--- src/rtl/uart_tx_pkg.sv ---
package uart_tx_pkg;
  localparam int MAX_DATA = 9;
  localparam int FRAME_W  = 1 + MAX_DATA + 1 + 2;
  localparam int REM_W    = $clog2(FRAME_W + 1);

  typedef struct packed {
    logic [1:0] len;
    logic       par_en;
    logic       par_odd;
    logic       two_stop;
    logic       msb_first;
    logic       data_inv;
  } fmt_t;

  function automatic logic [3:0] data_bits(input logic [1:0] code);
    case (code)
      2'd0:    return 4'd7;
      2'd2:    return 4'd9;
      default: return 4'd8;
    endcase
  endfunction
endpackage

--- src/rtl/uart_tx_baud.sv ---
module uart_tx_baud #(
  parameter int DIV_W    = 8,
  parameter int OVS_LOG2 = 4
) (
  input  logic             clk,
  input  logic             rst_n,
  input  logic             run,
  input  logic             clk_en,
  input  logic [DIV_W-1:0] divisor,
  output logic             bit_end
);
  localparam int CNT_W = DIV_W + OVS_LOG2;

  logic [CNT_W-1:0] cnt;
  logic [CNT_W-1:0] limit;

  assign limit   = {divisor, {OVS_LOG2{1'b1}}};
  assign bit_end = run && clk_en && (cnt == limit);

  always_ff @(posedge clk) begin
    if (!rst_n)        cnt <= '0;
    else if (!run)     cnt <= '0;
    else if (clk_en)   cnt <= (cnt == limit) ? '0 : cnt + 1'b1;
  end
endmodule

--- src/rtl/uart_tx_hold.sv ---
module uart_tx_hold #(
  parameter int W = 9
) (
  input  logic         clk,
  input  logic         rst_n,
  input  logic         wr_valid,
  input  logic [W-1:0] wr_data,
  output logic         wr_ready,
  input  logic         take,
  output logic         hold_valid,
  output logic [W-1:0] hold_data
);
  assign wr_ready = !hold_valid;

  always_ff @(posedge clk) begin
    if (!rst_n) begin
      hold_valid <= 1'b0;
      hold_data  <= '0;
    end else if (take) begin
      hold_valid <= 1'b0;
    end else if (wr_valid && !hold_valid) begin
      hold_valid <= 1'b1;
      hold_data  <= wr_data;
    end
  end
endmodule

--- src/rtl/uart_tx_framer.sv ---
module uart_tx_framer
  import uart_tx_pkg::*;
(
  input  logic                clk,
  input  logic                rst_n,
  input  logic                load,
  input  logic [MAX_DATA-1:0] word,
  input  fmt_t                fmt,
  input  logic                bit_end,
  output logic                busy,
  output logic                line_bit,
  output logic                done
);
  logic [FRAME_W-1:0] frame_c;
  logic [FRAME_W-1:0] sh;
  logic [REM_W-1:0]   rem;
  logic [REM_W-1:0]   nbits_c;
  logic [3:0]         len_c;
  logic [3:0]         idx_c;
  logic               par_c;
  logic               b_c;

  assign len_c   = data_bits(fmt.len);
  assign nbits_c = REM_W'(len_c) + REM_W'(2) + REM_W'(fmt.par_en) + REM_W'(fmt.two_stop);
  assign done    = busy && bit_end && (rem == '0);

  always_comb begin
    frame_c    = '1;
    frame_c[0] = 1'b0;
    par_c      = 1'b0;
    idx_c      = '0;
    b_c        = 1'b0;
    for (int i = 0; i < MAX_DATA; i++) begin
      if (i < int'(len_c)) begin
        idx_c        = fmt.msb_first ? (len_c - 4'd1 - 4'(i)) : 4'(i);
        b_c          = word[idx_c] ^ fmt.data_inv;
        frame_c[1+i] = b_c;
        par_c        = par_c ^ b_c;
      end
    end
    if (fmt.par_en) frame_c[len_c + 4'd1] = par_c ^ fmt.par_odd;
  end

  always_ff @(posedge clk) begin
    if (!rst_n) begin
      sh       <= '1;
      rem      <= '0;
      busy     <= 1'b0;
      line_bit <= 1'b1;
    end else if (load) begin
      sh       <= frame_c;
      rem      <= nbits_c - 1'b1;
      busy     <= 1'b1;
      line_bit <= 1'b0;
    end else if (busy && bit_end) begin
      if (rem == '0) begin
        busy     <= 1'b0;
        line_bit <= 1'b1;
      end else begin
        sh       <= {1'b1, sh[FRAME_W-1:1]};
        line_bit <= sh[1];
        rem      <= rem - 1'b1;
      end
    end
  end
endmodule

--- src/rtl/uart_tx_engine.sv ---
module uart_tx_engine
  import uart_tx_pkg::*;
#(
  parameter int DIV_W    = 8,
  parameter int OVS_LOG2 = 4
) (
  input  logic             clk,
  input  logic             rst_n,
  input  logic             clk_en,
  input  logic [DIV_W-1:0] cfg_divisor,
  input  logic             cfg_tx_en,
  input  logic [1:0]       cfg_data_len,
  input  logic             cfg_parity_en,
  input  logic             cfg_parity_odd,
  input  logic             cfg_two_stop,
  input  logic             cfg_msb_first,
  input  logic             cfg_data_inv,
  input  logic             cfg_line_inv,
  input  logic             cfg_cts_en,
  input  logic             cfg_irq_on_done,
  input  logic             cts_n,
  input  logic             wr_valid,
  input  logic [8:0]       wr_data,
  output logic             wr_ready,
  output logic             txd,
  output logic             tx_busy,
  output logic             irq
);
  logic                hold_valid;
  logic [MAX_DATA-1:0] hold_data;
  logic                start;
  logic                bit_end;
  logic                line_bit;
  logic                done;
  fmt_t                fmt;

  assign fmt = '{len: cfg_data_len, par_en: cfg_parity_en, par_odd: cfg_parity_odd,
                 two_stop: cfg_two_stop, msb_first: cfg_msb_first, data_inv: cfg_data_inv};

  assign start = !tx_busy && hold_valid && cfg_tx_en && (!cfg_cts_en || !cts_n);

  uart_tx_hold #(.W(MAX_DATA)) u_hold (
    .clk(clk), .rst_n(rst_n), .wr_valid(wr_valid), .wr_data(wr_data),
    .wr_ready(wr_ready), .take(start), .hold_valid(hold_valid), .hold_data(hold_data)
  );

  uart_tx_baud #(.DIV_W(DIV_W), .OVS_LOG2(OVS_LOG2)) u_baud (
    .clk(clk), .rst_n(rst_n), .run(tx_busy), .clk_en(clk_en),
    .divisor(cfg_divisor), .bit_end(bit_end)
  );

  uart_tx_framer u_framer (
    .clk(clk), .rst_n(rst_n), .load(start), .word(hold_data), .fmt(fmt),
    .bit_end(bit_end), .busy(tx_busy), .line_bit(line_bit), .done(done)
  );

  assign txd = line_bit ^ cfg_line_inv;

  always_ff @(posedge clk) begin
    if (!rst_n) irq <= 1'b0;
    else        irq <= cfg_irq_on_done ? done : start;
  end
endmodule

--- config.mk ---
export PLATFORM = sky130hd
export DESIGN_NAME = uart_tx_engine
export DESIGN_NICKNAME = d
export VERILOG_FILES = /design/src/rtl/uart_tx_pkg.sv /design/src/rtl/uart_tx_baud.sv /design/src/rtl/uart_tx_hold.sv /design/src/rtl/uart_tx_framer.sv /design/src/rtl/uart_tx_engine.sv
export SDC_FILE = /design/constraint.sdc
export NUM_CORES = 1
export LEC_CHECK = 0
export ABC_AREA = 1
export BUFFER_PORTS_ARGS = -buffer_cell sky130_fd_sc_hd__clkbuf_2
export CAP_MARGIN = 20
export CORE_MARGIN = 4
export CORE_UTILIZATION = 35
export DETAILED_ROUTE_END_ITERATION = 6
export PLACE_DENSITY_LB_ADDON = 0.3
export SETUP_SLACK_MARGIN = 0.05
export SLEW_MARGIN = 20
export SYNTH_ARGS = -nofsm -noshare
export SYNTH_HDL_FRONTEND = slang
export SYNTH_SLANG_ARGS = --single-unit
--- constraint.sdc ---
create_clock -name clk -period 2.8 [get_ports clk]
set_input_delay 0.56 -clock clk [delete_from_list [all_inputs] [get_ports clk]]
set_output_delay 0.56 -clock clk [all_outputs]
set_load 0.01 [all_outputs]
==> impl_metrics.env <==
export IMPL_crit_chain="clkbuf_2 > inv_1 > nand2_1 > nand2_1 > inv_2 > nand2_1 > nand2_1 > nand2_1 > nand2_1 > nand3_1 > nand2_1 > nand3_1 > nand2_1 > nand2_1 > nand2_1 > nand2_1 > nand2_1 > nand2_1 > nand2_1 > nand2_1"
export IMPL_rsz0062_at_grt="no"
export IMPL_setup_tns_ps=0
export IMPL_finalPower_w=0.00150
export IMPL_stdcell_area_um2=3050
export IMPL_cts_tree="built"
export IMPL_ir_worst_vdd_mv=0.268
export IMPL_synth_top_family_by_area="simple AND/OR/NAND/NOR gates"
export IMPL_postSynth_asyncResetShare=0
export IMPL_numCtsBuffers=5
export IMPL_portBuffers=36
export IMPL_synth_simple_area_share=0.418
export IMPL_htree_num_levels=2
export IMPL_drtAntennaViolNets=0
export IMPL_cp_start_kind="input port"
export IMPL_dr_total_vias=2688
export IMPL_area_delta_synth_final_pct=14.4
export IMPL_wl_um=6600
export IMPL_drive_above_1_share=0.149
export IMPL_synth_cells=422
export IMPL_path_clk_slew_ps=80
export IMPL_maxCapViolations=0
export IMPL_synth_ff_type="dfxtp_1"
export IMPL_synth_compound_area_share=0.122
export IMPL_syn_avg_cell_area_um2=6.31
export IMPL_ys_ff_latch=41
export IMPL_seq_area_frac_synth=0.308
export IMPL_synth_cell_area_um2=2660
export IMPL_worstMarginPinSlew_ps=545
export IMPL_grt_pass1_wl_um=11200
export IMPL_finClkSkew_ps=6.68
export IMPL_hp_class="input port to flop"
export IMPL_worstSkewPairLatency_ps=290
export IMPL_postCtsSetupBuffers=0
export IMPL_setup_viol=0
export IMPL_track_usage=0.155
export IMPL_worstSetupPathType="input port to flop"
export IMPL_syn_num_nets=459
export IMPL_crit_buf_inv=3
export IMPL_via_per_inst=4.83
export IMPL_report_final_slew_viol_count=0
export IMPL_hold_buffers=0
export IMPL_grt_pass1_vias=2469
export IMPL_post_dp_cell_area_um2=2910
export IMPL_synth_edff_count=0
export IMPL_arrival_ps=2380
export IMPL_final_nets=493
export IMPL_ys_warn_count=0
export IMPL_wl_per_cell_um=11.9
export IMPL_finalCriticalPeriod_ps=2190
export IMPL_crit_fanout=13
export IMPL_drc=0
export IMPL_pin_count=37
export IMPL_grt_max_degree=18
export IMPL_dieArea_um2=9070
export IMPL_die_x_um=95.2
export IMPL_start_util=0.363
export IMPL_ys_types=34
export IMPL_hold_violations=0
export IMPL_synthMuxAreaShare=0
export IMPL_post_dp_hpwl_um=5310
export IMPL_slowest_delay_ps=240
export IMPL_clock_path_buffers=2
export IMPL_synthAdderAreaFrac=0.0188
export IMPL_die_h_um=95.2
export IMPL_drt_initial_drc_count=227
export IMPL_period_share=0.784
export IMPL_slew_headroom=0.634
export IMPL_slowest_stage="clkbuf_2"
export IMPL_crit_family="simple AND/OR/NAND/NOR gates"
export IMPL_powerDensity_nw_per_um2=493
export IMPL_holdWs_ps=453
export IMPL_synth_xor_area_share=0.0329
export IMPL_cts_resized=0
export IMPL_status="finished, final reports clean"
export IMPL_crit_top_cell="nand2_1"
export IMPL_rows=31
export IMPL_end_kind="flop"
export IMPL_gp_congestion=0.858
export IMPL_fillers=781
export IMPL_fmax_mhz=456
export IMPL_antenna_found_initial=0
export IMPL_cts_sinks=41
export IMPL_core_um2=7330
export IMPL_antenna_cells=0
export IMPL_cts_root_buf="clkbuf_8"
export IMPL_overflow=0
export IMPL_cp_required_ps=2990
export IMPL_dr_pass1_iters=4
export IMPL_leakage_nw=1.48
[through the flow]
stage	setup slack [ps]	util	std cells
finish	605	0.416	556
floorplan	878	-	422
global placement	366	0.397	548
global route	351	0.416	556
detailed placement	319	0.397	548
CTS	627	0.416	556
[report_power, final]
group	switching [W]	internal [W]	leakage (nW)
clock	0.000210	0.000354	0.0681
sequential	0.0000221	0.000612	0.335
combinational	0.000195	0.000108	1.08
total	0.000428	0.00107	1.48
[state kept, by name, indices dropped and copies added (netlist names)]
| name | count |
|---|---|
| u_baud.cnt | 12 |
| u_framer.sh | 12 |
| u_hold.hold_data | 9 |
| u_framer.busy | 1 |
| u_framer.rem | 4 |
| u_framer.line_bit | 1 |
| irq | 1 |
| u_hold.hold_valid | 1 |
[final timing paths]
kind,startpoint,endpoint,slack (ps),cells past startpoint
worst max register to register,u_baud.cnt[0],u_baud.cnt[10],620,8
worst min register to register,u_framer.sh[12],u_framer.sh[12],460,2
worst max-delay path,cfg_data_len[0],u_framer.sh[8],610,20
worst min-delay path,cfg_irq_on_done,irq,450,2
[cell usage in the layout, fill, tap and decap left out, types with 6 or more instances in the layout]
master / netlist / layout
xor2_1: 8 / 8
nor3_1: 6 / 6
nor2_1: 39 / 39
nand2_2: 8 / 8
nand2_1: 120 / 120
a21oi_1: 20 / 20
o2111ai_1: 6 / 6
inv_1: 49 / 49
dfxtp_1: 41 / 41
nand4_1: 7 / 7
nand3_1: 52 / 52
clkbuf_2: 0 / 36
o21ai_0: 17 / 17
[worst reg2reg max path, stage by stage, from the launching register on]
cell and delay, ps:
dfxtp_1 360, ha_1 200, nand2_1 110, nor2_1 120, nand3_1 80, nor4_1 480
nand3b_1 490, o21bai_1 190, a21oi_1 50
[logic make-up after synthesis]
family	count (synthesis)
simple gates	248
buf+inv	64
compound gates	55
flops	41
xor+xnor	10
fa+ha+maj	4
[routing by layer]
metal	GRT usage	vias up	share of wire
met1	0.206	1175	0.48
li1	-	1447	-
met3	0.0331	8	0.044
met5	0	-	0
met2	0.251	58	0.46
met4	0.0493	0	0.015
[synth_stat cells, types with 3 or more instances]
cell type / instances / area share
inv_2: 3 / 0.0042
o21ai_0: 17 / 0.032
nand3_1: 52 / 0.098
o2111ai_1: 6 / 0.020
ha_1: 4 / 0.019
nor3_1: 6 / 0.011
nor3b_1: 3 / 0.0085
nor2_1: 39 / 0.055
or2_2: 3 / 0.0070
dfxtp_1: 41 / 0.31
nor2_4: 3 / 0.013
clkbuf_1: 5 / 0.0070
inv_1: 49 / 0.069
xor2_1: 8 / 0.026
nand2_1: 120 / 0.17
nand2_2: 8 / 0.019
nand3_2: 3 / 0.011
a21oi_1: 20 / 0.038
a211oi_1: 5 / 0.014
nand4_1: 7 / 0.016
buf_6: 3 / 0.013
[final cells by class]
class / instances / area (um^2) / area share
inverters: 53 / 199 / 0.0653
well taps: 99 / 124 / 0.0407
clock buffers: 5 / 68.8 / 0.0226
clock inverters: 3 / 65.1 / 0.0214
multi-input cells: 317 / 1570 / 0.517
repair buffers: 38 / 195 / 0.0641
flip-flops and latches: 41 / 821 / 0.269
Power figures use the tool's default switching activity.
